--- src/rtl/ufe_pkg.sv ---
package ufe_pkg;

    typedef enum logic [2:0] {TX_IDLE, TX_START, TX_DATA, TX_PAR, TX_STOP} tx_state_e;
    typedef enum logic [2:0] {RX_IDLE, RX_START, RX_DATA, RX_PAR, RX_STOP, RX_HOLD} rx_state_e;

    // index of the last data bit for a size code (5..8 bits -> 4..7)
    function automatic logic [2:0] last_bit_idx(input logic [1:0] sz);
        return 3'd4 + {1'b0, sz};
    endfunction

    function automatic logic [7:0] char_mask(input logic [1:0] sz);
        return 8'hFF >> (2'd3 - sz);
    endfunction

    // parity bit over the character; the zero count differs from the one count when the length is odd
    function automatic logic par_bit(input logic [7:0] d, input logic [1:0] sz,
                                     input logic odd, input logic zeros);
        logic ones;
        ones = ^(d & char_mask(sz));
        return ones ^ (zeros & ~sz[0]) ^ odd ^ zeros;
    endfunction

endpackage

--- src/rtl/ufe_tx.sv ---
module ufe_tx import ufe_pkg::*; #(
    parameter int OVS = 16
) (
    input  logic       clk,
    input  logic       rst_n,
    input  logic       tick,
    input  logic       go,
    input  logic [7:0] din,
    input  logic [1:0] csize,
    input  logic       par_en,
    input  logic       par_odd,
    input  logic       par_zeros,
    input  logic       stop2,
    output logic       txd,
    output logic       busy
);
    localparam int CW = $clog2(OVS);
    localparam logic [CW-1:0] LAST_T = CW'(OVS - 1);

    tx_state_e      st, nx;
    logic [CW-1:0]  cnt;
    logic [2:0]     idx;
    logic [7:0]     sh;
    logic           pbit;
    logic           bit_end, last_dat;

    assign bit_end  = tick && (cnt == LAST_T);
    assign last_dat = (idx == last_bit_idx(csize));

    always_ff @(posedge clk or negedge rst_n) begin
        if (!rst_n) st <= TX_IDLE;
        else        st <= nx;
    end

    always_comb begin
        nx = st;
        unique case (st)
            TX_IDLE:  if (go) nx = TX_START;
            TX_START: if (bit_end) nx = TX_DATA;
            TX_DATA:  if (bit_end && last_dat) nx = par_en ? TX_PAR : TX_STOP;
            TX_PAR:   if (bit_end) nx = TX_STOP;
            TX_STOP:  if (bit_end && idx == {2'b00, stop2}) nx = TX_IDLE;
            default:  nx = TX_IDLE;
        endcase
    end

    always_ff @(posedge clk or negedge rst_n) begin
        if (!rst_n) begin
            cnt  <= '0;
            idx  <= '0;
            sh   <= '0;
            pbit <= 1'b0;
        end else if (st == TX_IDLE) begin
            cnt <= '0;
            idx <= '0;
            if (go) begin
                sh   <= din;
                pbit <= par_bit(din, csize, par_odd, par_zeros);
            end
        end else if (tick) begin
            cnt <= (cnt == LAST_T) ? '0 : cnt + 1'b1;
            if (bit_end) begin
                if (st == TX_DATA) begin
                    sh  <= sh >> 1;
                    idx <= last_dat ? 3'd0 : idx + 3'd1;
                end else if (st == TX_STOP) begin
                    idx <= idx + 3'd1;
                end
            end
        end
    end

    always_comb begin
        busy = (st != TX_IDLE);
        unique case (st)
            TX_START: txd = 1'b0;
            TX_DATA:  txd = sh[0];
            TX_PAR:   txd = pbit;
            default:  txd = 1'b1;
        endcase
    end

    p_start_low_r1: assert property (@(posedge clk) disable iff (!rst_n)
        (st == TX_IDLE && go) |=> (!txd && busy));
    p_stop_high_r3: assert property (@(posedge clk) disable iff (!rst_n)
        $fell(busy) |-> $past(txd));

endmodule

--- src/rtl/ufe_rx.sv ---
module ufe_rx import ufe_pkg::*; #(
    parameter int OVS = 16
) (
    input  logic       clk,
    input  logic       rst_n,
    input  logic       tick,
    input  logic       rx_s,
    input  logic [1:0] csize,
    input  logic       par_en,
    input  logic       par_odd,
    input  logic       par_zeros,
    input  logic       dpfe_en,
    output logic       rx_valid,
    output logic [7:0] rx_data,
    output logic       rx_par_err,
    output logic       frame_err,
    output logic       par_err,
    output logic       busy
);
    localparam int CW = $clog2(OVS);
    localparam logic [CW-1:0] Q1     = CW'(OVS / 4 - 1);
    localparam logic [CW-1:0] MID    = CW'(OVS / 2 - 1);
    localparam logic [CW-1:0] Q3     = CW'(3 * OVS / 4 - 1);
    localparam logic [CW-1:0] LAST_T = CW'(OVS - 1);

    rx_state_e      st, nx;
    logic [CW-1:0]  cnt;
    logic [2:0]     idx;
    logic [7:0]     sh, aligned;
    logic           pbit, q1s, facc, perr_now;
    logic           mid_hit, end_hit, last_dat;

    assign mid_hit  = tick && (cnt == MID);
    assign end_hit  = tick && (cnt == LAST_T);
    assign last_dat = (idx == last_bit_idx(csize));
    assign aligned  = sh >> (2'd3 - csize);
    assign perr_now = par_en && (pbit != par_bit(aligned, csize, par_odd, par_zeros));
    assign busy     = (st != RX_IDLE);

    always_ff @(posedge clk or negedge rst_n) begin
        if (!rst_n) st <= RX_IDLE;
        else        st <= nx;
    end

    always_comb begin
        nx = st;
        unique case (st)
            RX_IDLE:  if (!rx_s) nx = RX_START;
            RX_START: if (mid_hit && rx_s) nx = RX_IDLE;
                      else if (end_hit) nx = RX_DATA;
            RX_DATA:  if (end_hit && last_dat) nx = par_en ? RX_PAR : RX_STOP;
            RX_PAR:   if (end_hit) nx = RX_STOP;
            RX_STOP:  if (mid_hit) nx = rx_s ? RX_IDLE : RX_HOLD;
            RX_HOLD:  if (rx_s) nx = RX_IDLE;
            default:  nx = RX_IDLE;
        endcase
    end

    always_ff @(posedge clk or negedge rst_n) begin
        if (!rst_n) begin
            cnt  <= '0;
            idx  <= '0;
            sh   <= '0;
            pbit <= 1'b0;
            q1s  <= 1'b0;
            facc <= 1'b0;
        end else if (st == RX_IDLE) begin
            cnt  <= '0;
            idx  <= '0;
            facc <= 1'b0;
        end else if (tick) begin
            cnt <= (cnt == LAST_T) ? '0 : cnt + 1'b1;
            if (st == RX_DATA || st == RX_PAR) begin
                if (cnt == Q1) q1s <= rx_s;
                if (cnt == Q3 && dpfe_en && rx_s != q1s) facc <= 1'b1;
                if (cnt == MID) begin
                    if (st == RX_DATA) sh <= {rx_s, sh[7:1]};
                    else               pbit <= rx_s;
                end
            end
            if (end_hit && st == RX_DATA) idx <= last_dat ? 3'd0 : idx + 3'd1;
        end
    end

    always_ff @(posedge clk or negedge rst_n) begin
        if (!rst_n) begin
            rx_valid   <= 1'b0;
            rx_data    <= '0;
            rx_par_err <= 1'b0;
            frame_err  <= 1'b0;
            par_err    <= 1'b0;
        end else begin
            rx_valid  <= 1'b0;
            frame_err <= 1'b0;
            par_err   <= 1'b0;
            if (st == RX_STOP && mid_hit) begin
                rx_valid   <= 1'b1;
                rx_data    <= aligned;
                rx_par_err <= perr_now;
                frame_err  <= facc | ~rx_s;
                par_err    <= perr_now;
            end
        end
    end

    p_glitch_drop_r6: assert property (@(posedge clk) disable iff (!rst_n)
        (st == RX_START && mid_hit && rx_s) |=> (st == RX_IDLE && !rx_valid));
    p_valid_pulse_r4: assert property (@(posedge clk) disable iff (!rst_n)
        rx_valid |=> !rx_valid);
    p_perr_with_byte_r12: assert property (@(posedge clk) disable iff (!rst_n)
        par_err |-> (rx_valid && rx_par_err));
    p_low_stop_r5: assert property (@(posedge clk) disable iff (!rst_n)
        (st == RX_STOP && mid_hit && !rx_s) |=> (frame_err && rx_valid));

endmodule

--- src/rtl/uart_frame_core.sv ---
module uart_frame_core import ufe_pkg::*; #(
    parameter int OVS = 16
) (
    input  logic       clk,
    input  logic       rst_n,
    input  logic       baud_tick,
    input  logic [1:0] cfg_char_size,
    input  logic       cfg_par_en,
    input  logic       cfg_par_odd,
    input  logic       cfg_par_zeros,
    input  logic       cfg_stop2,
    input  logic       cfg_hfc_en,
    input  logic       cfg_cts_dis,
    input  logic       cfg_dpfe_en,
    input  logic       tx_valid,
    input  logic [7:0] tx_data,
    output logic       tx_ready,
    output logic       txd,
    input  logic       rxd,
    output logic       rx_valid,
    output logic [7:0] rx_data,
    output logic       rx_par_err,
    output logic       frame_err,
    output logic       par_err,
    input  logic       cts_n,
    output logic       rts_n,
    input  logic       rx_space,
    output logic       cts_change,
    output logic       tx_busy,
    output logic       rx_busy
);
    logic [1:0] rx_sync, cts_sync;
    logic       cts_prev, cts_block, tx_go;

    always_ff @(posedge clk or negedge rst_n) begin
        if (!rst_n) begin
            rx_sync    <= 2'b11;
            cts_sync   <= 2'b11;
            cts_prev   <= 1'b1;
            cts_change <= 1'b0;
        end else begin
            rx_sync    <= {rx_sync[0], rxd};
            cts_sync   <= {cts_sync[0], cts_n};
            cts_prev   <= cts_sync[1];
            cts_change <= !cfg_hfc_en && !cfg_cts_dis && (cts_sync[1] != cts_prev);
        end
    end

    assign cts_block = cfg_hfc_en && !cfg_cts_dis && cts_sync[1];
    assign tx_ready  = !tx_busy && !cts_block;
    assign tx_go     = tx_valid && tx_ready;
    assign rts_n     = cfg_hfc_en && !rx_space;

    ufe_tx #(.OVS(OVS)) u_tx (
        .clk(clk), .rst_n(rst_n), .tick(baud_tick), .go(tx_go), .din(tx_data),
        .csize(cfg_char_size), .par_en(cfg_par_en), .par_odd(cfg_par_odd),
        .par_zeros(cfg_par_zeros), .stop2(cfg_stop2), .txd(txd), .busy(tx_busy)
    );

    ufe_rx #(.OVS(OVS)) u_rx (
        .clk(clk), .rst_n(rst_n), .tick(baud_tick), .rx_s(rx_sync[1]),
        .csize(cfg_char_size), .par_en(cfg_par_en), .par_odd(cfg_par_odd),
        .par_zeros(cfg_par_zeros), .dpfe_en(cfg_dpfe_en), .rx_valid(rx_valid),
        .rx_data(rx_data), .rx_par_err(rx_par_err), .frame_err(frame_err),
        .par_err(par_err), .busy(rx_busy)
    );

    p_cts_gate_r8: assert property (@(posedge clk) disable iff (!rst_n)
        ($rose(tx_busy) && cfg_hfc_en && !cfg_cts_dis) |-> $past(!cts_sync[1]));
    p_cts_event_r9: assert property (@(posedge clk) disable iff (!rst_n)
        cts_change |-> $past(!cfg_hfc_en));

endmodule

--- config.mk ---
export PLATFORM = sky130hd
export DESIGN_NAME = uart_frame_core
export DESIGN_NICKNAME = d
export VERILOG_FILES = /design/src/rtl/ufe_pkg.sv /design/src/rtl/ufe_tx.sv /design/src/rtl/ufe_rx.sv /design/src/rtl/uart_frame_core.sv
export SDC_FILE = /design/constraint.sdc
export NUM_CORES = 1
export LEC_CHECK = 0
export ABC_AREA = 0
export BUFFER_PORTS_ARGS = -buffer_cell sky130_fd_sc_hd__buf_2
export CORE_MARGIN = 2
export CORE_UTILIZATION = 25
export DETAILED_ROUTE_END_ITERATION = 10
export HOLD_SLACK_MARGIN = 0.03
export PLACE_DENSITY = 0.5
export SLEW_MARGIN = 20
export SYNTH_ARGS = -nofsm -noshare
export SYNTH_HDL_FRONTEND = slang
export SYNTH_HIERARCHICAL = 1
export SYNTH_SLANG_ARGS = --single-unit
--- constraint.sdc ---
create_clock -name clk -period 2.5 [get_ports clk]
set_input_delay 0.125 -clock clk [delete_from_list [all_inputs] [get_ports clk]]
set_output_delay 0.125 -clock clk [all_outputs]
set_load 0.03 [all_outputs]
==> results.py, run 1 <==
metrics = {
    "detailed_routing": {
        "drt_wl_total_um": 6910,
        "post-route-drc-count": 0,
        "drt_iter0_drc": 226,
        "via_count": 2383,
        "ant_nets": 0,
        "dr.pass1.iters": 4,
        "via_per_inst": 4.50,
        "wire_per_inst_um": 13.0,
    },
    "clocking": {
        "root_buffer": "clkbuf_16",
        "cts_max_path_buffers": 2,
        "cts_resized": 0,
        "clk_pin_slew_ps": 50,
        "htree_levels": 3,
        "numCtsBuffers": 9,
        "cts_sinks": 58,
        "clk_latency_ps": 320,
        "cts_tree": "done",
    },
    "floorplan": {
        "die_area_mm2": 0.0138,
        "fp.coreArea_mm2": 0.0126,
        "start_util": 0.255,
        "rows": 41,
        "floorplan.die.height_um": 117,
        "die_w_um": 117,
        "ioPinCount": 42,
    },
    "logic_synthesis": {
        "synth_most_common_cell": "dfrtp_1",
        "syn-num-nets": 336,
        "synth-async-reset-ratio": 1.00,
        "synth_edf_count": 0,
        "synth-main-ff-cell": "dfrtp_1",
        "netlist_top_cells_area": "dfrtp_1, mux2_2, dfstp_2",
        "syn_area_mm2": 0.00321,
        "avgSynthCellArea_um2": 10.4,
        "synth.top_cell.area_share": 0.413,
        "synth-seq-area-share": 0.454,
        "ys_ff_latch": 58,
        "netlist_instances": 308,
        "yosys-top-cells-count": "dfrtp_1, nand2_1, nor2_1, a21oi_1, xnor2_1",
        "synth.distinct_cells": 60,
        "yosysWarnings": 6,
        "netlist.top_cell.by_area": "dfrtp_1",
    },
    "layout": {
        "antenna_cells": 0,
        "area.sequential_mm2": 0.00146,
        "multiInputGateArea_mm2": 0.00160,
        "fin_nets": 381,
        "instances_no_fill": 530,
        "drive_gt1_frac": 0.260,
        "areaGrowthSynthToFinish_pct": 21.5,
        "n_fill_cell": 1313,
    },
    "timing": {
        "finalCritPeriodShare": 0.837,
        "slew_viol_final": 0,
        "rsz0062_at_grt": "false",
        "clock_skew_ps": 7.09,
        "worst_pin_slew_ps": 747,
        "setup_viol": 0,
        "hold_violations": 0,
        "slew-limit-headroom": 0.502,
        "fin_setup_tns_ps": 0,
        "period_needed_ps": 2090,
        "fmax_ghz": 0.478,
    },
    "critical_path": {
        "path_cells": "ha_1 > nor3b_2 > nor3b_4 > mux2_2",
        "cp_slowest_cell": "nor3b_4",
        "startpoint_type": "register",
        "path_class": "register to register",
        "endpoint_kind": "register",
        "path_max_fanout": 8,
        "cp_slowest_stage_delay_ps": 510,
        "critPathArrivalTime_ps": 2300,
        "r2r_setup_slack_ps": 410,
        "worstPathRequired_ps": 2710,
    },
    "power": {
        "ir_drop_v": 0.000337,
        "p_leak_nw": 1.77,
        "power.density_mw_per_mm2": 808,
    },
    "run_status": {
        "status": "finished, final reports clean",
    },
    "global_routing": {
        "track_usage": 0.109,
        "antenna_found_initial": 0,
        "grt_pass1_vias": 2444,
        "grt_overflow_total": 0,
        "grt_first_pass_wirelength_um": 12100,
        "grt_max_degree": 59,
    },
    "placement": {
        "dp_hpwl_um": 4870,
        "io_buffers": 41,
        "place_congestion": 0.721,
        "place_inst": 509,
    },
    "flow_run": {
        "cap_viol_max_count": 0,
    },
    "min_path": {
        "worstHoldPathType": "input port to register",
    },
}
==> layout make-up <==
| class | instances | share of cell area |
|---|---|---|
| tap | 172 | 0.0552 |
| clock buffer | 13 | 0.0667 |
| clock inverter | 3 | 0.00385 |
| multi-input combinational | 219 | 0.411 |
| sequential | 58 | 0.374 |
| inverter | 13 | 0.0125 |
| timing repair buffer | 52 | 0.0770 |
==> power breakdown <==
group | switching [W] | internal (W) | total [W]
Combinational | 0.000395 | 0.000330 | 0.000725
Sequential | 0.000197 | 0.00110 | 0.00130
Clock | 0.000408 | 0.000718 | 0.00113
Total | 0.00100 | 0.00215 | 0.00315
==> worst paths after layout <==
check                            startpoint     endpoint  depth (start not counted)
min in group asynchronous             rst_n   u_tx/sh[7]                          3
worst min register to register  cts_sync[0]  cts_sync[1]                          0
worst max-delay path            u_rx/cnt[0]   u_rx/sh[5]                          4
max in group asynchronous             rst_n  u_tx/idx[1]                          3
worst min-delay path            cfg_dpfe_en    u_rx/facc                          3
worst max register to register  u_rx/cnt[0]   u_rx/sh[5]                          4
==> critical path, delay by kind of cell, from the launching register on <==
kind	cells	cell delay [ps]
and+or+nand+nor	2	900
DFF	1	400
muxes	1	390
adders and majority gates	1	280
==> cells by family after synthesis <==
kind of cell / synth area share
compound gates: 0.110
xor+xnor: 0.0850
fa+ha+maj: 0.0191
buf+inv: 0.0468
flops: 0.454
mux: 0.119
simple gates: 0.166
==> per-stage QoR <==
step	utilization	hold slack [ps]	worst slack (ps)	area [um2]	total power, W
floorplan	-	-171	146	3210	0.00184
global placement	0.284	237	438	3570	0.00202
detailed placement	0.284	238	425	3570	0.00204
CTS	0.310	80.5	395	3900	0.00320
global route	0.310	115	232	3900	0.00338
finish	0.310	92.5	408	3900	0.00315
==> cells in the final DEF (no fill, tap or decap), drive strengths merged, types with 2 or more instances in the layout <==
cell type    synthesis  final
a211oi               3      3
mux2i               12     12
or2                  2      2
mux4                 5      5
nand3b               2      2
a21oi               20     20
nand2b               2      2
clkbuf               6     13
a31oi                3      3
buf                 12     47
nor4                 2      2
mux2                12     12
nor2                26     26
dlygate4sd3          0      5
nand3                9      9
o21ai               13     13
xnor2               18     18
clkinv               1      4
ha                   4      4
a22o                 2      2
o31ai                3      3
a41oi                2      2
nand4                3      3
nand2               33     33
inv                 12     12
nor3                10     10
dfrtp               53     53
a311oi               3      3
xor2                 8      8
nor3b                6      6
dfstp                5      5
==> per-layer routing <==
metal  track usage  wire length [um]  up-vias
met5             0                 0        -
met3        0.0360               287        7
met4        0.0384                81        0
li1              -                 -     1178
met2         0.175              3240       43
met1         0.137              3300     1155
==> flip-flops by register name, indices dropped and copies added (netlist names), 4 cells and up <==
name,count
u_rx/cnt,4
u_rx/rx_data,8
u_rx/sh,8
u_tx/cnt,4
u_tx/sh,8
==> what timing repair did <==
action	4_1_cts	5_1_grt
buffers inserted	0	0
hold endpoints to repair	56	0
hold buffers	5	0
Note: power is estimated with default switching activity, not from simulation.
==> inputs of run 2 (changes only) <==
clock period = 2 ns   (was 2.5 ns; I/O delays follow)
==> run 2 against run 1 <==
Net effect: sequential cell count unchanged; hold slack worse by 30 ps; combinational power rose by 43%; register-to-register slack got worse by 320 ps; setup slack worse by 320 ps; via count rose by 1.6%; core utilization increased by 1.5 points; global-route usage is 0.36 points higher; sequential share of layout area is 1.8 points lower; critical path type unchanged; largest cell class unchanged; largest power group unchanged.
==> results.py, run 2 (synthesized netlist as in run 1, its figures left out) <==
metrics = {
    "run_status": {
        "status": "finished, final reports clean",
    },
    "layout": {
        "top_regs": "u_rx/rx_data (8), u_rx/sh (8), u_tx/sh (8)",
        "final_cell_mix": "dfrtp_1, buf_2, nand2_1",
        "fin_nets": 398,
        "multiInputGateArea_mm2": 0.00161,
        "final_common_cell": "dfrtp_1",
        "instances_no_fill": 547,
        "n_fill_cell": 1292,
        "drive_gt1_frac": 0.312,
        "area.sequential_mm2": 0.00146,
        "areaGrowthSynthToFinish_pct": 27.5,
        "antenna_cells": 0,
    },
    "detailed_routing": {
        "via_per_inst": 4.43,
        "post-route-drc-count": 0,
        "dr.pass1.iters": 4,
        "ant_nets": 0,
        "drt_iter0_drc": 205,
        "drt_wl_total_um": 7140,
        "wire_per_inst_um": 13.0,
        "via_count": 2421,
    },
    "timing": {
        "hold_violations": 0,
        "slew_viol_final": 0,
        "worst_pin_slew_ps": 516,
        "setup_viol": 0,
        "fmax_ghz": 0.523,
        "hold_slack_ps": 62.9,
        "clock_skew_ps": 4.84,
        "fin_setup_tns_ps": 0,
        "slew-limit-headroom": 0.655,
        "finalCritPeriodShare": 0.955,
        "period_needed_ps": 1910,
        "rsz0062_at_grt": "true",
    },
    "clocking": {
        "cts_setup_buffers": 0,
        "root_buffer": "clkbuf_16",
        "cts_tree": "done",
        "clk_latency_ps": 330,
        "cts_sinks": 58,
        "htree_levels": 3,
        "numCtsBuffers": 9,
        "cts_max_path_buffers": 2,
        "clk_pin_slew_ps": 50,
    },
    "global_routing": {
        "grt_pass1_vias": 2528,
        "grt_overflow_total": 0,
        "track_usage": 0.112,
        "antenna_found_initial": 0,
        "grt_max_degree": 59,
        "grt_first_pass_wirelength_um": 12400,
    },
    "floorplan": {
        "die_w_um": 117,
        "rows": 41,
        "die_area_mm2": 0.0138,
        "floorplan.die.height_um": 117,
        "ioPinCount": 42,
        "fp.coreArea_mm2": 0.0126,
        "start_util": 0.255,
    },
    "min_path": {
        "worstHoldPathType": "input port to register",
        "hold_depth": 3,
    },
    "placement": {
        "io_buffers": 41,
        "dp_hpwl_um": 5190,
        "place_congestion": 0.759,
        "place_inst": 526,
    },
    "critical_path": {
        "startpoint_type": "register",
        "worstPathRequired_ps": 2210,
        "path_max_fanout": 6,
        "path_class": "register to register",
        "r2r_cells": 5,
        "endpoint_kind": "register",
        "critPathArrivalTime_ps": 2120,
    },
    "power": {
        "p_leak_nw": 1.85,
        "ir_drop_v": 0.000502,
        "power.density_mw_per_mm2": 995,
    },
    "flow_run": {
        "cap_viol_max_count": 0,
    },
}
-- run 2: changes by cell type in the layout (fill, tap and decap cells not counted), moves of 2 or more --
cell and change:
buf_12 +3, buf_4 +14, clkbuf_1 -2, clkinvlp_4 +3, mux4_1 -3, mux4_2 +3
-- run 2: through the flow --
step	setup slack [ps]	area, um2	power, W	util
final	89.1	4090	0.00408	0.326
after global routing	-13.5	4090	0.00434	0.326
after CTS	7.47	4100	0.00413	0.326
after detailed placement	-35.7	3750	0.00262	0.298
after global placement	74.5	3750	0.00259	0.298
after floorplan	-263	3240	0.00233	-
-- run 2: layer usage --
| layer | part of all wire | track usage |
|---|---|---|
| met1 | 0.48 | 0.147 |
| met2 | 0.46 | 0.174 |
| met3 | 0.031 | 0.0253 |
| met4 | 0.020 | 0.0565 |
| met5 | 0 | 0 |
-- run 2: what timing repair did --
action,4_1_cts,5_1_grt
pin swaps,0,0
setup endpoints to repair,2,9
hold buffers,5,0
endpoints found under the hold margin,56,0
cloned,0,0
resized for setup,1,4
-- run 2: area by class of cell --
cell class / count / share of cell area
clock buffer: 12 / 0.0651
inverter: 13 / 0.0128
tap: 172 / 0.0526
timing repair buffer: 69 / 0.114
multi-input combinational: 219 / 0.394
clock inverter: 4 / 0.00611
sequential: 58 / 0.356
-- run 2: critical path, stage by stage, from the launching register on --
cell and delay, ps:
dfrtp_1 400, buf_4 160, mux4_2 510, xnor2_2 200, xnor3_1 340, a22o_1 190
-- run 2: path summary, 6_finish.rpt --
path	slack, ps	endpoint	from
max in group asynchronous	1380	rx_sync[0]	rst_n
min in group asynchronous	310	u_tx/sh[7]	rst_n
worst min-delay path	60	u_rx/facc	cfg_dpfe_en
worst min register to register	350	rx_sync[1]	rx_sync[0]
worst max-delay path	90	u_rx/rx_par_err	u_rx/sh[5]
worst max register to register	90	u_rx/rx_par_err	u_rx/sh[5]
-- run 2: where the power goes --
part           switching [W]  leakage (nW)  internal [W]
sequential          0.000189         0.752       0.00138
combinational       0.000569         0.961      0.000467
clock               0.000536         0.141      0.000934
total                0.00129          1.85       0.00278
